===== config.mk =====
export PLATFORM = sky130hd
export DESIGN_NAME = regmove_logic_exu
export DESIGN_NICKNAME = d
export VERILOG_FILES = /design/src/rtl/exu_pkg.sv /design/src/rtl/exu_decode.sv /design/src/rtl/exu_alu.sv /design/src/rtl/exu_regfile.sv /design/src/rtl/regmove_logic_exu.sv
export SDC_FILE = /design/constraint.sdc
export NUM_CORES = 1
export LEC_CHECK = 0
export BUFFER_PORTS_ARGS = -buffer_cell sky130_fd_sc_hd__buf_4
export CAP_MARGIN = 20
export CORE_MARGIN = 2
export CORE_UTILIZATION = 57
export DETAILED_ROUTE_END_ITERATION = 6
export PLACE_DENSITY = 0.91
export SLEW_MARGIN = 20
export SYNTH_ARGS = -nofsm -noshare
export SYNTH_HDL_FRONTEND = slang
export SYNTH_SLANG_ARGS = --single-unit

===== constraint.sdc =====
create_clock -name clk -period 5.55 [get_ports clk]
set_input_delay 1.11 -clock clk [delete_from_list [all_inputs] [get_ports clk]]
set_output_delay 1.11 -clock clk [all_outputs]
set_load 0.005 [all_outputs]

===== src/rtl/exu_pkg.sv =====
package exu_pkg;
  typedef enum logic [2:0] {K_ILL, K_MOV, K_ALU, K_LDHL, K_DECHL} kind_e;
  // order matches opcode bits [5:4] of the ALU groups
  typedef enum logic [1:0] {OP_ADD, OP_SUB, OP_AND, OP_OR} aluop_e;

  localparam int NSEL = 8;
  localparam logic [2:0] SEL_HOLE = 3'b110;
  localparam logic [2:0] SEL_A    = 3'b111;
  localparam logic [2:0] SEL_H    = 3'b100;
  localparam logic [2:0] SEL_L    = 3'b101;

  localparam logic [7:0] OPC_LD_PAIR  = 8'h21;
  localparam logic [7:0] OPC_DEC_PAIR = 8'h2B;

  typedef struct packed {
    kind_e      kind;
    aluop_e     aop;
    logic       use_imm;
    logic [2:0] dst;
    logic [2:0] src;
  } dec_t;
endpackage


===== src/rtl/exu_decode.sv =====
module exu_decode
  import exu_pkg::*;
(
  input  logic [7:0] op,
  output dec_t       d
);
  always_comb begin
    d.kind    = K_ILL;
    d.aop     = aluop_e'(op[5:4]);
    d.use_imm = 1'b0;
    d.dst     = op[5:3];
    d.src     = op[2:0];
    if (op[7:6] == 2'b01) begin
      if (op[5:3] != SEL_HOLE && op[2:0] != SEL_HOLE) d.kind = K_MOV;
    end else if (op[7:6] == 2'b10) begin
      if (op[3] == 1'b0 && op[2:0] != SEL_HOLE) begin
        d.kind = K_ALU;
        d.dst  = SEL_A;
      end
    end else if (op[7:6] == 2'b11) begin
      if (op[3] == 1'b0 && op[2:0] == 3'b110) begin
        d.kind    = K_ALU;
        d.use_imm = 1'b1;
        d.dst     = SEL_A;
      end
    end else if (op == OPC_LD_PAIR) begin
      d.kind = K_LDHL;
    end else if (op == OPC_DEC_PAIR) begin
      d.kind = K_DECHL;
    end
  end
endmodule


===== src/rtl/exu_alu.sv =====
module exu_alu
  import exu_pkg::*;
#(
  parameter int DW = 8
) (
  input  logic [DW-1:0] a,
  input  logic [DW-1:0] b,
  input  aluop_e        aop,
  output logic [DW-1:0] res,
  output logic [3:0]    znhc
);
  localparam int HW = DW / 2;

  logic [DW:0] wide;
  logic [HW:0] half;
  logic        hbit, cbit, nbit;

  always_comb begin
    wide = '0;
    half = '0;
    hbit = 1'b0;
    cbit = 1'b0;
    nbit = 1'b0;
    unique case (aop)
      OP_ADD: begin
        wide = {1'b0, a} + {1'b0, b};
        half = {1'b0, a[HW-1:0]} + {1'b0, b[HW-1:0]};
        hbit = half[HW];
        cbit = wide[DW];
      end
      OP_SUB: begin
        wide = {1'b0, a} - {1'b0, b};
        half = {1'b0, a[HW-1:0]} - {1'b0, b[HW-1:0]};
        hbit = half[HW];
        cbit = wide[DW];
        nbit = 1'b1;
      end
      OP_AND: begin
        wide = {1'b0, a & b};
        hbit = 1'b1;
      end
      OP_OR: begin
        wide = {1'b0, a | b};
      end
    endcase
    res  = wide[DW-1:0];
    znhc = {(wide[DW-1:0] == '0), nbit, hbit, cbit};
  end
endmodule


===== src/rtl/exu_regfile.sv =====
module exu_regfile
  import exu_pkg::*;
#(
  parameter int DW = 8
) (
  input  logic          clk,
  input  logic          rst_n,
  input  logic          we,
  input  logic [2:0]    wsel,
  input  logic [DW-1:0] wdata,
  input  logic          pair_we,
  input  logic [2*DW-1:0] pair_data,
  input  logic [2:0]    rsel,
  output logic [DW-1:0] rdata,
  output logic [DW-1:0] q [NSEL]
);
  for (genvar g = 0; g < NSEL; g++) begin : g_reg
    if (g == int'(SEL_HOLE)) begin : g_hole
      assign q[g] = '0;
    end else begin : g_cell
      logic [DW-1:0] r;
      always_ff @(posedge clk) begin
        if (!rst_n)
          r <= '0;
        else if (pair_we && g == int'(SEL_H))
          r <= pair_data[2*DW-1:DW];
        else if (pair_we && g == int'(SEL_L))
          r <= pair_data[DW-1:0];
        else if (we && wsel == 3'(g))
          r <= wdata;
      end
      assign q[g] = r;
    end
  end

  assign rdata = q[rsel];
endmodule


===== src/rtl/regmove_logic_exu.sv =====
module regmove_logic_exu
  import exu_pkg::*;
#(
  parameter int DW = 8
) (
  input  logic          clk,
  input  logic          rst_n,
  input  logic          in_valid,
  output logic          in_ready,
  input  logic [DW-1:0] in_op,
  input  logic [2*DW-1:0] in_imm,
  output logic [DW-1:0] acc_o,
  output logic [DW-1:0] b_o,
  output logic [DW-1:0] c_o,
  output logic [DW-1:0] d_o,
  output logic [DW-1:0] e_o,
  output logic [DW-1:0] h_o,
  output logic [DW-1:0] l_o,
  output logic [DW-1:0] flags_o,
  output logic          illegal_o
);
  localparam int PW = 2 * DW;

  dec_t          d;
  logic          fire;
  logic [DW-1:0] rdata, operand, alu_res, wdata;
  logic [3:0]    znhc;
  logic [DW-1:0] q [NSEL];
  logic [PW-1:0] pair, pair_next;
  logic [DW-1:0] flags_q;
  logic          ill_q;
  logic          we, pair_we;

  assign in_ready = rst_n;
  assign fire     = in_valid && in_ready;

  exu_decode u_dec (.op(in_op), .d(d));

  assign operand = d.use_imm ? in_imm[DW-1:0] : rdata;

  exu_alu #(.DW(DW)) u_alu (
    .a(q[SEL_A]), .b(operand), .aop(d.aop), .res(alu_res), .znhc(znhc)
  );

  assign pair      = {q[SEL_H], q[SEL_L]};
  assign pair_next = (d.kind == K_LDHL) ? in_imm : pair - PW'(1);
  assign we        = fire && (d.kind == K_MOV || d.kind == K_ALU);
  assign pair_we   = fire && (d.kind == K_LDHL || d.kind == K_DECHL);
  assign wdata     = (d.kind == K_MOV) ? rdata : alu_res;

  exu_regfile #(.DW(DW)) u_rf (
    .clk(clk), .rst_n(rst_n), .we(we), .wsel(d.dst), .wdata(wdata),
    .pair_we(pair_we), .pair_data(pair_next), .rsel(d.src),
    .rdata(rdata), .q(q)
  );

  always_ff @(posedge clk) begin
    if (!rst_n) begin
      flags_q <= '0;
      ill_q   <= 1'b0;
    end else begin
      ill_q <= fire && (d.kind == K_ILL);
      if (fire && d.kind == K_ALU) flags_q <= {znhc, {(DW-4){1'b0}}};
    end
  end

  assign acc_o     = q[SEL_A];
  assign b_o       = q[3'b000];
  assign c_o       = q[3'b001];
  assign d_o       = q[3'b010];
  assign e_o       = q[3'b011];
  assign h_o       = q[SEL_H];
  assign l_o       = q[SEL_L];
  assign flags_o   = flags_q;
  assign illegal_o = ill_q;

  logic [8*DW-1:0] snap;
  assign snap = {acc_o, b_o, c_o, d_o, e_o, h_o, l_o, flags_q};

  AST_SELF_COPY_NOP: assert property (@(posedge clk) disable iff (!rst_n)
    (fire && d.kind == K_MOV && d.src == d.dst) |=> $stable(snap));
  AST_ILLEGAL_FROZEN: assert property (@(posedge clk) disable iff (!rst_n)
    (fire && d.kind == K_ILL) |=> ($stable(snap) && illegal_o));
  AST_PAIR_FLAGS_KEPT: assert property (@(posedge clk) disable iff (!rst_n)
    (fire && (d.kind == K_LDHL || d.kind == K_DECHL)) |=> $stable(flags_o));
  AST_DEC_WRAP: assert property (@(posedge clk) disable iff (!rst_n)
    (fire && d.kind == K_DECHL && pair == '0) |=> ({h_o, l_o} == {PW{1'b1}}));
  AST_IDLE_HOLD: assert property (@(posedge clk) disable iff (!rst_n)
    (!in_valid) |=> $stable(snap));
endmodule


Yosys cells after proc, flatten, opt, wreduce, memory -nomap -nowiden

Index checks and enable logic that the tools add are counted.

Flip-flop bits (word level): 61
Logic and storage cells: 91
Output and inout port bits: 66

Equal/unequal tests: 21
Reductions and logical operators: 23
Mux-type cells: 28
$add $sub $neg: 5
Order comparisons: 1
Bitwise operators: 4

Operator list:

| cell                    | number |
|---|---|
| $mux W8                 | 8 |
| $pmux W8 S4             | 1 |
| $bmux W8 S3             | 1 |
| $mux W3                 | 7 |
| $eq A8 B6 Y1 const B    | 2 |
| $mux W16                | 1 |
| $sub A16 B1 Y16 const B | 1 |
| $eq A3 B3 Y1 const B    | 5 |
| $logic_and A1 B1 Y1     | 15 |
| $eq A3 B2 Y1 const B    | 4 |
| $mux W4                 | 3 |
| $add A8 B8 Y9           | 1 |
| $sub A8 B8 Y9           | 1 |
| $and A8 B8 Y8           | 1 |
| $eq A2 B2 Y1 const B    | 4 |
| $logic_not A8 Y1        | 1 |
| $or A8 B8 Y8            | 1 |
| $eq A3 B1 Y1 const B    | 2 |
| $logic_not A3 Y1        | 2 |
| $ne A3 B3 Y1 const B    | 2 |
| $add A4 B4 Y5           | 1 |
| $sub A4 B4 Y5           | 1 |
| $eq A2 B1 Y1 const B    | 2 |
| $ge A4 B4 Y1 const B    | 1 |
| 9 further kinds         | 14 |

Longest topological paths before layout

Gate-level depths: netlist (run 1).

Word-level depth: 12
Mapped depth: 20
Gate-level depth less buffers: 17

By module

A second synthesis (run 1) with hierarchy kept.

Cells, all modules: 615
Area, all modules: 5187.5 µm²

By module, submodules not included:

| module            | area an instance (µm²) | sequential area each (µm²) | cells an instance | instances |
|---|---|---|---|---|
| exu_regfile       | 2787.7                 | 1121.1                     | 297               | 1 |
| exu_alu           | 1313.8                 | 0.0                        | 176               | 1 |
| regmove_logic_exu | 899.6                  | 100.1                      | 120               | 1 |
| exu_decode        | 186.4                  | 0.0                        | 22                | 1 |

Least setup slack after synthesis (run 1)

Ideal clock, no wire load.

Path type: input to register
Start point: in in_op[1]
End point: reg flags_q[7], in the netlist flags_o[7]
Data arrival time: 4.677 ns
Path slack: 0.805 ns
Buffers on the path: 3
Setup time: 0.069 ns
Data required time: 5.481 ns
Stages: 15
Cell sequence: buf_6 > clkbuf_1 > mux4_2 > mux2i_1 > and2_1 > ha_1 > clkbuf_1 > and3_1 > a221o_1 > o41ai_1 > xnor2_1 > a21oi_1 > nor3_1 > or4_1 > o21ai_1

Longest elaborated chain between the ends: 10
Elaborated cells between the ends (all ways): 32
Those cells by class: 2 x add/sub; 5 x eq/ne; 17 x mux; 3 x bitwise; 5 x reduce/logical

RTL lines:

| item                                  | RTL line                | source |
|---|---|---|
| start, declared                       | regmove_logic_exu.sv:10 | `input logic [DW-1:0] in_op,` |
| $eq A3 B3 Y1                          | exu_decode.sv:21        | `if (op[3] == 1'b0 && op[2:0] == 3'b110) begin` |
| $logic_and A1 B1 Y1                   | exu_decode.sv:21        |  |
| $mux W4                               | exu_decode.sv:21        |  |
| $mux W4                               | exu_decode.sv:20        | `end else if (op[7:6] == 2'b11) begin` |
| $mux W1                               | exu_decode.sv:15        | `end else if (op[7:6] == 2'b10) begin` |
| $mux W4                               | exu_decode.sv:13        | `if (op[7:6] == 2'b01) begin` |
| $mux W8                               | regmove_logic_exu.sv:39 | `assign operand = d.use_imm ? in_imm[DW-1:0] : rdata;` |
| $sub A8 B8 Y9 (tied with other cells) | exu_alu.sv:32           | `wide = {1'b0, a} - {1'b0, b};` |
| $pmux W8 S4                           | exu_alu.sv:24           | `unique case (aop)` |
| $logic_not A8 Y1                      | exu_alu.sv:47           | `znhc = {(wide[DW-1:0] == '0), nbit, hbit, cbit};` |
| end signal, assigned                  | regmove_logic_exu.sv:63 | `if (fire && d.kind == K_ALU) flags_q <= {znhc, {(DW-4){1'b0}}};` |
| end, declared                         | regmove_logic_exu.sv:30 | `logic [DW-1:0] flags_q;` |

Parallel ways exist; a longest one is shown, timed or not. The select of a mux whose other input is x is not followed.
A chain may end at the register's enable or synchronous reset.

Final worst setup path (run 1)

Ends and elaborated chain as after synthesis.

==> impl_metrics.tcl, run 1 <==
set metrics [dict create \
    hpwl_um 11300 \
    grt_max_degree 50 \
    cts_tree "done" \
    min_path_type "flip-flop to flip-flop" \
    cp_cell_sequence "buf_4 > mux4_2 > mux2i_1 > a21boi_0 > inv_1 > ha_1 > inv_1 > fa_1 > nor2b_1 > o21ai_1 > a21oi_1 > o31ai_1 > and3_1 > a221oi_2 > or4_1 > o21ai_1" \
    path_buf_inv 3 \
    n_antenna_cell 0 \
    power.density_mw_per_mm2 196 \
    start_kind "input pin" \
    required_ns 5.83 \
    yosys_register_bits 61 \
    globalplace.congestion 0.942 \
    dieArea_mm2 0.00919 \
    hold_violations 0 \
    drive_gt1_share_pct 18.9 \
    crit_type "input pin to flip-flop" \
    grt_use_total_pct 34.9 \
    met3_usage_pct 6.73 \
    cts.sinks 61 \
    syn_avg_cell_area_um2 7.77 \
    syn_area_mm2 0.00481 \
    drt-total-wl_um 15800 \
    critical_path_arrival_ns 4.91 \
    finalMaxSlewViolations 0 \
    fp.dieW_um 95.8 \
    postCtsHoldBufs 0 \
    setup_tns_ns 0 \
    vias 5252 \
    finalSetupViolCount 0 \
    drc 5 \
    viasPerCell 6.63 \
    fin_skew_ns 0.00883 \
    leakagePower_nw 2.55 \
    grt_pass1_wl_um 24700 \
    synthFlopType "dfxtp_1" \
    violations "DRC" \
    vdd_drop_max_mv 0.193 \
    min_period_over_period_pct 83.3 \
    overflow 0 \
    rsz0062_at_grt "no" \
    synthArstFlopShare_pct 0 \
    grtUsageMet2_pct 54.4 \
    initial_core_util_pct 58.5 \
    fmax_mhz 216 \
    worst_slew_pin_slew_ns 1.06 \
    cp_top_family "compound AO/OA/AOI/OAI gates" \
    drv_cap 0 \
    io_pins 93 \
    ys_seq_area_share_pct 25.4 \
    fp-row-count 33 \
    synth-edff-count 0 \
    fin_cells 792 \
    clockBufferDepth 2 \
    netlist_instances 619 \
    syn2layout_area_growth_pct 18.8 \
    fin_nets 736 \
    placedCellCount 776 \
    first_iter_violations 684 \
    antenna_found_initial 0 \
    crit_slowest_cell "mux4_2" \
    die_h_um 95.8 \
    cts-buffers-inserted 9 \
    status "finished with violations" \
    insertion_delay_ns 0.35 \
    cp_max_fo 25 \
    ys_warn_count 0 \
    fin_crit_ns 4.62 \
    dr.pass1.iters 7 \
    clockRootBuffer "clkbuf_8" \
    numPortBuffers 88 \
    max_stage_delay_ns 0.55 \
    grt_pass1_vias 4795 \
    postCtsSetupBuffers 0 \
    max-slew-margin-rel_pct 28.8 \
    cts_max_level 3 \
    busiest_layer "met2" \
    path_clk_slew_ns 0.07 \
    cts_resized 0 \
    postRouteAntennaNets 0 \
    crit_path_end_kind "flip-flop" \
    core-area_mm2 0.00822 \
    yosysUniqueCellTypes 70 \
    wl_per_cell_um 20.0 \
    grt_util_met1_pct 44.9 \
]
==> final timing paths <==
path / from / end / slack (ns) / cells past startpoint
min: flags_o[6] / flags_o[6] / 0.50 / 2
max: in_op[1] / flags_o[7] / 0.93 / 16
max reg2reg: u_rf.g_reg[3].g_cell.r[0] / flags_o[7] / 1.69 / 15
min reg2reg: flags_o[6] / flags_o[6] / 0.50 / 2
==> area by class of cell <==
cell class,count,area [um^2]
multi-input combinational,486,3310
tap,105,131
fill,609,2500
timing repair buffer,93,698
clock inverter,6,111
sequential,61,1220
clock buffer,10,128
inverter,31,116
==> cell usage after synthesis, drive strengths merged (3+ instances only) <==
cell,count,area (um^2)
xnor2,12,105
or3,3,18.8
or4,3,22.5
and2,6,40.0
nand3,12,65.1
nor2b,15,93.8
buf,14,86.3
xor2,4,35.0
a21o,6,46.3
o31ai,4,30.0
a211oi,7,52.6
o211ai,8,65.1
a22oi,5,42.5
inv,31,116
o21a,4,30.0
nand2b,9,56.3
a311oi,6,52.6
mux4,8,180
ha,26,325
nor3,12,60.1
dfxtp,61,1220
mux2i,38,380
and3,6,37.5
o31a,3,26.3
clkbuf,30,113
o211a,17,170
a221o,3,30.0
o21ai,39,195
a21oi,48,240
nor4,5,31.3
nand2,67,251
nor2,71,267
==> metrics by stage <==
stage | setup WS, ns | hold slack, ns | area, um^2 | utilization, % | power [W]
4_1_cts | 0.960 | 0.494 | 5710 | 69.5 | 0.00111
3_3_place_gp | 0.792 | 0.458 | 5470 | 66.6 | 0.000629
6_report | 0.928 | 0.500 | 5710 | 69.5 | 0.00112
5_1_grt | 0.516 | 0.554 | 5710 | 69.5 | 0.00115
2_1_floorplan | 0.805 | 0.453 | 4820 | - | 0.000580
3_5_place_dp | 0.600 | 0.485 | 5470 | 66.6 | 0.000633
==> worst min-delay path: stages, from the launching register on <==
cell and delay [ns]:
dfxtp_1 0.33, a21oi_1 0.06, nor2_1 0.07
==> metal layers <==
layer  share of wire (%)  up-vias
li1                    -     2332
met1                  39     2463
met2                  46      379
met3                 9.5       78
met4                 5.4        0
met5                   0        -
==> logic make-up (layout without fill, tap and decap cells) <==
logic type / Yosys count / in the layout / synth area share (%)
and+or+nand+nor: 222 / 222 / 21.8
AOI/OAI and AO/OA: 171 / 171 / 24.4
buffers and inverters: 75 / 140 / 6.56
DFF: 61 / 61 / 25.4
muxes: 46 / 46 / 11.7
adders and majority gates: 27 / 27 / 7.18
xor gates and xnor gates: 16 / 16 / 2.91
other: 1 / 4 / 0.0780
==> placed cells by master, fill, tap and decap left out, drive strengths merged, types with 7 or more instances in the layout <==
cell type,count
xnor2,12
inv,31
o21ai,39
a211oi,7
nor2b,15
nor3,12
nand3,12
a21oi,48
nor2,71
clkbuf,10
ha,26
o211a,17
buf,93
nand2b,9
mux4,8
mux2i,38
dfxtp,61
nand2,67
o211ai,8
==> power by group <==
part	internal [W]	switching (W)	total, W
combinational	0.0000740	0.000111	0.000185
sequential	0.000441	0.00000569	0.000447
clock	0.000298	0.000192	0.000490
==> state kept, by name, indices dropped and copies added (netlist names) <==
name / cells
flags_o: 4
illegal_o: 1
u_rf.g.g_cell.r: 56
No activity file was read; power rests on OpenSTA's default activity.
==> run 2: changes to the inputs <==
Settings changed: ABC_AREA set to 1.
Clock period 5.55 ns to 4.7 ns, I/O delays scaled along.
==> run 2 against run 1 <==
  * The run now ends clean
  * Count of clock-buffer cells in the layout increased by 2
  * Total power increased by 15%
  * Routed wire length increased by 3.2%
  * Hold slack got worse by 0.025 ns
  * Highest routed layer unchanged
==> impl_metrics.tcl, run 2 <==
set metrics [dict create \
    initial_core_util_pct 58.4 \
    insertion_delay_ns 0.35 \
    reg2reg_slack_ns 1.40 \
    globalplace.congestion 0.989 \
    clockBufferDepth 2 \
    cp_max_fo 20 \
    final_cell_mix "nand2_1, inv_1, buf_4, o21ai_0, a21oi_1" \
    hold_depth 2 \
    syn_area_mm2 0.00477 \
    rsz0062_at_grt "no" \
    ys_warn_count 0 \
    min_path_type "flip-flop to flip-flop" \
    crit_slowest_cell "fa_1" \
    cts-buffers-inserted 9 \
    cts_resized 0 \
    grt_pass1_vias 4837 \
    min_period_over_period_pct 85.5 \
    syn_avg_cell_area_um2 6.56 \
    reg2reg_from "u_rf.g_reg[4].g_cell.r[0]" \
    worst_slew_pin_slew_ns 0.784 \
    synth-edff-count 0 \
    fp-row-count 33 \
    placedCellCount 891 \
    dr.pass1.iters 7 \
    worstHoldStart "flags_o[5]" \
    synth_top_area_share_pct 25.6 \
    r2r_end "u_rf.g_reg[3].g_cell.r[6]" \
    wl_per_cell_um 18.0 \
    grt_use_total_pct 36.3 \
    vias 5499 \
    path_clk_slew_ns 0.07 \
    dieArea_mm2 0.00912 \
    postRouteAntennaNets 0 \
    fin_crit_ns 4.02 \
    setup_tns_ns 0 \
    critical_path_arrival_ns 4.24 \
    place_area_mm2 0.00540 \
    finalSetupViolCount 0 \
    core-area_mm2 0.00818 \
    fin_skew_ns 0.0100 \
    multi_input_area_mm2 0.00295 \
    synthArstFlopShare_pct 0 \
    fin_cells 907 \
    regArea_mm2 0.00122 \
    power.density_mw_per_mm2 231 \
    fmax_mhz 249 \
    numPortBuffers 88 \
    cts_tree "done" \
    power_w 0.00129 \
    ys_seq_area_share_pct 25.6 \
    yosysUniqueCellTypes 51 \
    max_stage_delay_ns 0.41 \
    crit_type "input pin to flip-flop" \
    synthFlopType "dfxtp_1" \
    reg2regPathDepth 17 \
    yosysMostFrequentCell "nand2_1" \
    overflow 0 \
    viasPerCell 6.06 \
    n_antenna_cell 0 \
    status "complete, no violations" \
    leakagePower_nw 2.61 \
    first_iter_violations 658 \
    largest_reg_flops 56 \
    synthTopCellsByCount "nand2_1, inv_1, o21ai_0" \
    drv_cap 0 \
    cts.sinks 61 \
    netlist_instances 728 \
    crit_path_end_kind "flip-flop" \
    drt-total-wl_um 16300 \
    finalMaxSlewViolations 0 \
    io_pins 93 \
    antenna_found_initial 0 \
    hold_slack_ns 0.475 \
    fillers 716 \
    drc 0 \
    cts_max_level 3 \
    fp.dieW_um 95.5 \
    vdd_drop_max_mv 0.133 \
    yosys.area.top_type "dfxtp_1" \
    grt_max_degree 47 \
    finalInstanceArea_mm2 0.00559 \
    cp_cell_sequence "buf_4 > inv_2 > nand2_2 > inv_1 > a32oi_1 > nand3_1 > nand2_1 > ha_1 > inv_1 > fa_1 > o21ai_0 > nand2_1 > nand2_1 > a21oi_1 > o21ai_0 > nand2_1 > nand3_1 > nand4_1 > nand2_1 > a21oi_1" \
    required_ns 4.92 \
    yosys_register_bits 61 \
    postCtsHoldBufs 0 \
    hold_end "flags_o[5]" \
    top_register "u_rf.g.g_cell.r" \
    fin_nets 851 \
    clockRootBuffer "clkbuf_8" \
    final_common_cell "nand2_1" \
    grt_pass1_wl_um 25300 \
    syn2layout_area_growth_pct 17.1 \
    drive_gt1_share_pct 17.8 \
    die_h_um 95.5 \
    postCtsSetupBuffers 0 \
    synth_area_leaders "dfxtp_1, nand2_1, inv_1" \
    max-slew-margin-rel_pct 46.2 \
    hold_violations 0 \
    hpwl_um 12600 \
    start_kind "input pin" \
    cpMostUsedCell "nand2_1" \
]
-- run 2: area by class of cell --
class / count / share of cell area [%]
Sequential cell: 61 / 21.8
Timing Repair Buffer: 89 / 12.0
Clock inverter: 4 / 0.850
Inverter: 113 / 7.72
Tap cell: 105 / 2.35
Clock buffer: 12 / 2.60
Multi-Input combinational cell: 523 / 52.7
-- run 2: cells by family after synthesis --
group	share of synthesized area [%]
xor gates and xnor gates	2.57
buffers and inverters	13.0
AOI/OAI and AO/OA	24.5
and+or+nand+nor	26.6
DFF	25.6
other	0.0785
adders and majority gates	7.23
muxes	0.419
-- run 2: worst max path at each step --
stage                        start                   endpoint  slack, ns  cells past startpoint
after floorplan           in_op[0]  u_rf.g_reg[0].g_cell.r[6]       1.09                     19
after global placement    in_op[0]  u_rf.g_reg[7].g_cell.r[7]       0.56                     18
after detailed placement  in_op[0]  u_rf.g_reg[2].g_cell.r[6]       0.44                     20
after CTS                 in_op[0]  u_rf.g_reg[3].g_cell.r[6]       0.77                     20
after global routing      in_op[0]  u_rf.g_reg[3].g_cell.r[6]       0.34                     20
final                     in_op[0]  u_rf.g_reg[3].g_cell.r[6]       0.68                     20
-- run 2: stage by stage --
stage / util [%] / worst slack (ns)
after floorplan: - / 1.09
after global placement: 66.0 / 0.561
after detailed placement: 66.0 / 0.438
after CTS: 68.4 / 0.767
after global routing: 68.4 / 0.339
final: 68.4 / 0.680
-- run 2: critical path, delay by kind of cell --
| family | cells | cell delay (ns) |
|---|---|---|
| buffers and inverters | 4 | 0.55 |
| AOI/OAI and AO/OA | 5 | 0.80 |
| and+or+nand+nor | 9 | 1.33 |
| adders and majority gates | 2 | 0.61 |
-- run 2: per-layer routing --
layer	share of wire, %	vias up	wire length (um)	GRT usage [%]
li1	-	2579	-	-
met1	40	2466	6460	48.1
met2	45	384	7350	57.9
met3	11	70	1840	7.11
met4	4.2	0	692	14.6
met5	0	-	0	0
-- run 2: power by group --
part	switching [W]	leakage [nW]	internal, W
combinational	0.000193	2.02	0.0000918
clock	0.000220	0.0964	0.000258
sequential	0.00000705	0.492	0.000522
total	0.000420	2.61	0.000872
